**src/rtl/wsq_pkg.sv**
```systemverilog
package wsq_pkg;
  typedef enum logic [1:0] {ST_IDLE, ST_FILTER, ST_ACTIVE} wsqState_e;

  // control -> datapath strobes
  typedef struct packed {
    logic capAddr;   // write started: latch address
    logic capData;   // write ended: latch data, fire event
    logic qualify;   // write passed the glitch filter
  } wsqStrobe_t;
endpackage

```
**src/rtl/wsq_ctrl.sv**
```systemverilog
module wsq_ctrl
  import wsq_pkg::*;
#(
  parameter int SYNC_STAGES = 2,
  parameter int MIN_LOW     = 2,
  parameter int PWR_DLY     = 500000
) (
  input  logic       clk,
  input  logic       rstN,
  input  logic       csN,
  input  logic       weN,
  input  logic       oeN,
  input  logic       supplyGood,
  output wsqStrobe_t strb
);
  localparam int LOW_W = $clog2(MIN_LOW + 1);
  localparam int PWR_W = $clog2(PWR_DLY + 1);

  logic [SYNC_STAGES-1:0] csSh, weSh, oeSh, sgSh;
  logic csS, weS, oeS, sgS;
  logic bothLow, prevLow, unlocked, startHit;
  logic [PWR_W-1:0] pwrCnt;
  logic [LOW_W-1:0] lowCnt, lowNext;
  wsqState_e state, nextState;

  always_ff @(posedge clk or negedge rstN) begin
    if (!rstN) begin
      csSh <= '1;
      weSh <= '1;
      oeSh <= '1;
      sgSh <= '0;
    end else begin
      csSh <= {csSh[SYNC_STAGES-2:0], csN};
      weSh <= {weSh[SYNC_STAGES-2:0], weN};
      oeSh <= {oeSh[SYNC_STAGES-2:0], oeN};
      sgSh <= {sgSh[SYNC_STAGES-2:0], supplyGood};
    end
  end

  assign csS = csSh[SYNC_STAGES-1];
  assign weS = weSh[SYNC_STAGES-1];
  assign oeS = oeSh[SYNC_STAGES-1];
  assign sgS = sgSh[SYNC_STAGES-1];

  assign bothLow  = ~csS & ~weS;
  assign unlocked = sgS && (pwrCnt == PWR_W'(PWR_DLY));
  assign startHit = bothLow && !prevLow && oeS && unlocked;

  always_ff @(posedge clk or negedge rstN) begin
    if (!rstN) begin
      pwrCnt  <= '0;
      prevLow <= 1'b0;
      state   <= ST_IDLE;
      lowCnt  <= '0;
    end else begin
      if (!sgS)
        pwrCnt <= '0;
      else if (pwrCnt != PWR_W'(PWR_DLY))
        pwrCnt <= pwrCnt + PWR_W'(1);
      prevLow <= bothLow;
      state   <= nextState;
      lowCnt  <= lowNext;
    end
  end

  always_comb begin
    nextState = state;
    lowNext   = lowCnt;
    strb      = '0;
    unique case (state)
      ST_IDLE: begin
        if (startHit) begin
          strb.capAddr = 1'b1;
          if (MIN_LOW <= 1) begin
            nextState    = ST_ACTIVE;
            strb.qualify = 1'b1;
          end else begin
            nextState = ST_FILTER;
            lowNext   = LOW_W'(1);
          end
        end
      end
      ST_FILTER: begin
        if (!unlocked || !oeS || !bothLow) begin
          nextState = ST_IDLE;
        end else if (int'(lowCnt) + 1 >= MIN_LOW) begin
          nextState    = ST_ACTIVE;
          strb.qualify = 1'b1;
        end else begin
          lowNext = lowCnt + LOW_W'(1);
        end
      end
      ST_ACTIVE: begin
        if (!unlocked) begin
          nextState = ST_IDLE;
        end else if (!bothLow) begin
          strb.capData = 1'b1;
          nextState    = ST_IDLE;
        end
      end
      default: nextState = ST_IDLE;
    endcase
  end

  // leaving idle requires the start conditions in the previous cycle
  assert_start_gate_R1: assert property (@(posedge clk) disable iff (!rstN)
    (state != ST_IDLE && $past(state) == ST_IDLE) |-> $past(oeS && bothLow && !prevLow));

  // entering active requires strobes still low one cycle before
  assert_filter_entry_R5: assert property (@(posedge clk) disable iff (!rstN)
    (state == ST_ACTIVE && $past(state) != ST_ACTIVE) |-> $past(bothLow));

  // a qualified write only exists after the power-on counter expired
  assert_lockout_R7: assert property (@(posedge clk) disable iff (!rstN)
    (state == ST_ACTIVE) |-> (pwrCnt == PWR_W'(PWR_DLY)));

  // supply loss always returns control to idle
  assert_supply_abort_R8: assert property (@(posedge clk) disable iff (!rstN)
    !sgS |=> (state == ST_IDLE));
endmodule

```
**src/rtl/wsq_dpath.sv**
```systemverilog
module wsq_dpath
  import wsq_pkg::*;
#(
  parameter int ADDR_W      = 15,
  parameter int DATA_W      = 8,
  parameter int SYNC_STAGES = 2
) (
  input  logic              clk,
  input  logic              rstN,
  input  logic [ADDR_W-1:0] addrIn,
  input  logic [DATA_W-1:0] dataIn,
  input  wsqStrobe_t        strb,
  output logic              wrEvent,
  output logic              byteLoad,
  output logic [ADDR_W-1:0] wrAddr,
  output logic [DATA_W-1:0] wrData
);
  // delay bus values to line up with the synchronised strobes
  logic [SYNC_STAGES-1:0][ADDR_W-1:0] addrPipe;
  logic [SYNC_STAGES-1:0][DATA_W-1:0] dataPipe;

  always_ff @(posedge clk or negedge rstN) begin
    if (!rstN) begin
      addrPipe <= '0;
      dataPipe <= '0;
      wrAddr   <= '0;
      wrData   <= '0;
      wrEvent  <= 1'b0;
      byteLoad <= 1'b0;
    end else begin
      addrPipe <= {addrPipe[SYNC_STAGES-2:0], addrIn};
      dataPipe <= {dataPipe[SYNC_STAGES-2:0], dataIn};
      if (strb.capAddr) wrAddr <= addrPipe[SYNC_STAGES-1];
      if (strb.capData) wrData <= dataPipe[SYNC_STAGES-1];
      wrEvent  <= strb.capData;
      byteLoad <= strb.qualify;
    end
  end

  assert_one_pulse_R9: assert property (@(posedge clk) disable iff (!rstN)
    wrEvent |=> !wrEvent);

  assert_addr_held_R2: assert property (@(posedge clk) disable iff (!rstN)
    wrEvent |-> $stable(wrAddr));

  assert_load_pulse_R10: assert property (@(posedge clk) disable iff (!rstN)
    byteLoad |=> !byteLoad);
endmodule

```
**src/rtl/wr_strobe_qual.sv**
```systemverilog
module wr_strobe_qual
  import wsq_pkg::*;
#(
  parameter int ADDR_W      = 15,
  parameter int DATA_W      = 8,
  parameter int SYNC_STAGES = 2,
  parameter int MIN_LOW     = 2,
  parameter int PWR_DLY     = 500000
) (
  input  logic              clk,
  input  logic              rstN,
  input  logic              supplyGood,
  input  logic              csN,
  input  logic              weN,
  input  logic              oeN,
  input  logic [ADDR_W-1:0] addrIn,
  input  logic [DATA_W-1:0] dataIn,
  output logic              wrEvent,
  output logic [ADDR_W-1:0] wrAddr,
  output logic [DATA_W-1:0] wrData,
  output logic              byteLoad
);
  wsqStrobe_t strb;

  wsq_ctrl #(
    .SYNC_STAGES(SYNC_STAGES), .MIN_LOW(MIN_LOW), .PWR_DLY(PWR_DLY)
  ) u_ctrl (
    .clk(clk), .rstN(rstN), .csN(csN), .weN(weN), .oeN(oeN),
    .supplyGood(supplyGood), .strb(strb)
  );

  wsq_dpath #(
    .ADDR_W(ADDR_W), .DATA_W(DATA_W), .SYNC_STAGES(SYNC_STAGES)
  ) u_dpath (
    .clk(clk), .rstN(rstN), .addrIn(addrIn), .dataIn(dataIn), .strb(strb),
    .wrEvent(wrEvent), .byteLoad(byteLoad), .wrAddr(wrAddr), .wrData(wrData)
  );
endmodule

```
**config.mk**
```make
export PLATFORM = sky130hd
export DESIGN_NAME = wr_strobe_qual
export DESIGN_NICKNAME = d
export VERILOG_FILES = /design/src/rtl/wsq_pkg.sv /design/src/rtl/wsq_ctrl.sv /design/src/rtl/wsq_dpath.sv /design/src/rtl/wr_strobe_qual.sv
export SDC_FILE = /design/constraint.sdc
export NUM_CORES = 1
export LEC_CHECK = 0
export BUFFER_PORTS_ARGS = -buffer_cell sky130_fd_sc_hd__clkbuf_2
export CORE_MARGIN = 2
export CORE_UTILIZATION = 38
export DETAILED_ROUTE_END_ITERATION = 8
export GPL_ROUTABILITY_DRIVEN = 1
export PLACE_DENSITY_LB_ADDON = 0.25
export SYNTH_ARGS = -nofsm -noshare
export SYNTH_HDL_FRONTEND = slang
export SYNTH_SLANG_ARGS = --single-unit
```
**constraint.sdc**
```tcl
create_clock -name clk -period 3.9 [get_ports clk]
set_input_delay 0.195 -clock clk [delete_from_list [all_inputs] [get_ports clk]]
set_output_delay 0.195 -clock clk [all_outputs]
set_load 0.1 [all_outputs]
```
==> results.json <==
{
  "outcome": "finished, final reports clean",
  "maxCapViolCount": 0,
  "layout.nets": 363,
  "ioPinCount": 54,
  "synthTopCellsByArea": "dfrtp_1 (65%), mux2_4 (7.3%), dfstp_2 (4.2%)",
  "place_worst_setup_slack_ps": 1471,
  "antenna_found_initial": 0,
  "grt_pass1_wl_microns": 9873,
  "ys_seq_area_share_pct": 69.68,
  "tns_ps": 0,
  "leakage_nw": 2.178,
  "clockRootBuffer": "clkbuf_8",
  "clk_latency_ps": 360,
  "drc": 0,
  "netlist_area_sq_um": 3710,
  "p_per_area_nw_per_um2": 410.3,
  "final_cell_mix": "dfrtp_1 (97), clkbuf_2 (52), dlygate4sd3_1 (28)",
  "drive_gt1_share_pct": 32.74,
  "ys_warn_count": 0,
  "slew_headroom_pct": 39.42,
  "synthArstFlopShare_pct": 100.0,
  "post-route-util_pct": 47.87,
  "finalPower_mw": 1.893,
  "areaGrowthSynthToFinish_pct": 24.38,
  "min_path_cells": 0,
  "slowest_stage": "or4_4",
  "die-height_microns": 102.8,
  "fp.dieW_microns": 102.8,
  "cp.required_ps": 4150,
  "cts.repair.resized": 0,
  "synth_edf_count": 0,
  "synth_cell_types": 41,
  "vdd_drop_max_mv": 0.2519,
  "hold_viol": 0,
  "finClkSkew_ps": 4.938,
  "rsz0062_at_grt": "no",
  "slowest_delay_ps": 690,
  "cts_sinks": 103,
  "port_buffers": 53,
  "synth_top_cell_area_share_pct": 65.43,
  "synth_nets": 275,
  "start_kind": "flip-flop",
  "nFillCells": 870,
  "cp.buffers_inverters": 1,
  "grt_max_degree": 77,
  "drtIter0Drc": 52,
  "path_max_fanout": 16,
  "min_period_over_period_pct": 61.91,
  "first_global_vias": 2084,
  "clk_path_buf_depth": 2,
  "synth_top_area_cell": "dfrtp_1",
  "tightest_slew_ps": 908.7,
  "fmax_mhz": 414.2,
  "die-area_sq_um": 10570,
  "grt_overflow": 0,
  "vias": 2115,
  "wl_per_cell_microns": 12.56,
  "criticalPathCategory": "reg2reg",
  "viasPerCell": 4.510,
  "htreeDepth": 3,
  "coreArea_sq_um": 9639,
  "reg2regPathDepth": 4,
  "worst_ep_arrival_time_ps": 2670,
  "cts_buffers": 9,
  "synth-seq-cells": 103,
  "dp_hpwl_microns": 3866,
  "synthFlopType": "dfrtp_1",
  "cpLargestDelayFamily": "simple AND/OR/NAND/NOR gates",
  "holdCritPathClass": "reg2reg",
  "gp_congestion": 0.7473,
  "worst_slack_ps": 1485,
  "crit_chain": "inv_1 > or4_4 > nor2_8 > mux2_2",
  "cp-end-kind": "flip-flop",
  "start_util_pct": 38.49,
  "setup_viol": 0,
  "totalWireLength_microns": 5891,
  "syn_area_per_cell_sq_um": 15.27,
  "slew_violations": 0,
  "fp-row-count": 36,
  "cp_num_cells": 4,
  "post-route-min-period_ps": 2415,
  "antenna_cells": 0,
  "clk_pin_slew_ps": 100,
  "antenna_left": 0,
  "drtPass1Iterations": 4,
  "synthCells": 243,
  "cts_tree": "done",
  "grt.total_usage_pct": 12.06,
  "layout_commonest_cell": "dfrtp_1"
}
-- final cells by class --
| type | count | area, sq um | area share [%] |
|---|---|---|---|
| Tap cell | 133 | 166.4 | 3.606 |
| Multi-Input combinational cell | 129 | 1064 | 23.05 |
| Clock buffer | 9 | 123.9 | 2.684 |
| Timing Repair Buffer | 82 | 555.5 | 12.04 |
| Inverter | 6 | 22.52 | 0.4881 |
| Clock inverter | 7 | 97.59 | 2.115 |
| Sequential cell | 103 | 2585 | 56.02 |
-- path summary, 6_finish.rpt --
kind                       slack [ps]                        endpoint                      startpoint
max                              1490   u_dpath.wrAddr[2]$_DFFE_PN0P_        u_ctrl.sgSh[1]$_DFF_PN0_
min                               360  u_dpath.addrPipe[29]$_DFF_PN0_  u_dpath.addrPipe[14]$_DFF_PN0_
max reg2reg                      1490   u_dpath.wrAddr[2]$_DFFE_PN0P_        u_ctrl.sgSh[1]$_DFF_PN0_
min reg2reg                       360  u_dpath.addrPipe[29]$_DFF_PN0_  u_dpath.addrPipe[14]$_DFF_PN0_
max in group asynchronous        2480        u_ctrl.prevLow$_DFF_PN0_                            rstN
min in group asynchronous         510        u_ctrl.sgSh[0]$_DFF_PN0_                            rstN
-- power breakdown --
part | internal (mW) | switching, mW
logic | 0.0342 | 0.0339
registers | 1.10 | 0.0137
clock network | 0.319 | 0.392
total | 1.45 | 0.439
-- timing repair --
item,CTS,global route
setup buffers,0,0
setup endpoints to repair,0,0
hold endpoints to repair,51,0
hold buffers,28,0
-- cells by family after synthesis --
group | Yosys count | share of synthesized area (%)
simple gates | 76 | 13.12
compound gates | 12 | 2.024
xor+xnor | 10 | 2.361
fa+ha+maj | 3 | 1.012
buf+inv | 11 | 1.653
flops | 103 | 69.68
mux | 28 | 10.15
-- synthesized netlist by cell type (all sizes together) (4+ instances only) --
| library cell | instances |
|---|---|
| mux2 | 23 |
| nand3 | 11 |
| nand2 | 11 |
| a21oi | 4 |
| or3 | 4 |
| nand3b | 4 |
| xor2 | 8 |
| dfstp | 6 |
| nor4b | 4 |
| dfrtp | 97 |
| nor2 | 15 |
| inv | 6 |
| nand4 | 4 |
| nor3 | 4 |
| mux2i | 5 |
-- flip-flops by register name, summed over array words and instances (netlist names), 2 cells and up --
register and count:
u_dpath.addrPipe 30, u_ctrl.pwrCnt 19, u_dpath.dataPipe 16, u_dpath.wrAddr 15, u_dpath.wrData 8, u_ctrl.csSh 2
u_ctrl.lowCnt 2, u_ctrl.oeSh 2, u_ctrl.sgSh 2, u_ctrl.state 2, u_ctrl.weSh 2
-- stage by stage --
stage               hold WS [ps]  std cells  cell area, sq um
floorplan                 -100.6        243              3710
global placement           287.0        425              4113
detailed placement         283.9        425              4113
CTS                        359.4        469              4614
global route               368.3        469              4614
finish                     356.7        469              4614
-- per-layer routing --
| layer | up-vias | wire length [microns] | track usage [%] |
|---|---|---|---|
| li1 | 1010 | - | - |
| met1 | 1062 | 2742 | 16.04 |
| met2 | 38 | 2883 | 19.56 |
| met3 | 5 | 200 | 3.390 |
| met4 | 0 | 63 | 3.340 |
| met5 | - | 0 | 0 |
-- worst reg2reg max path, delay by kind of cell (launching register included) --
| kind | cells | cell delay (ps) |
|---|---|---|
| buf+inv | 1 | 330 |
| flops | 1 | 560 |
| mux | 1 | 380 |
| simple gates | 2 | 1030 |
No activity file was read; power rests on OpenSTA's default activity.
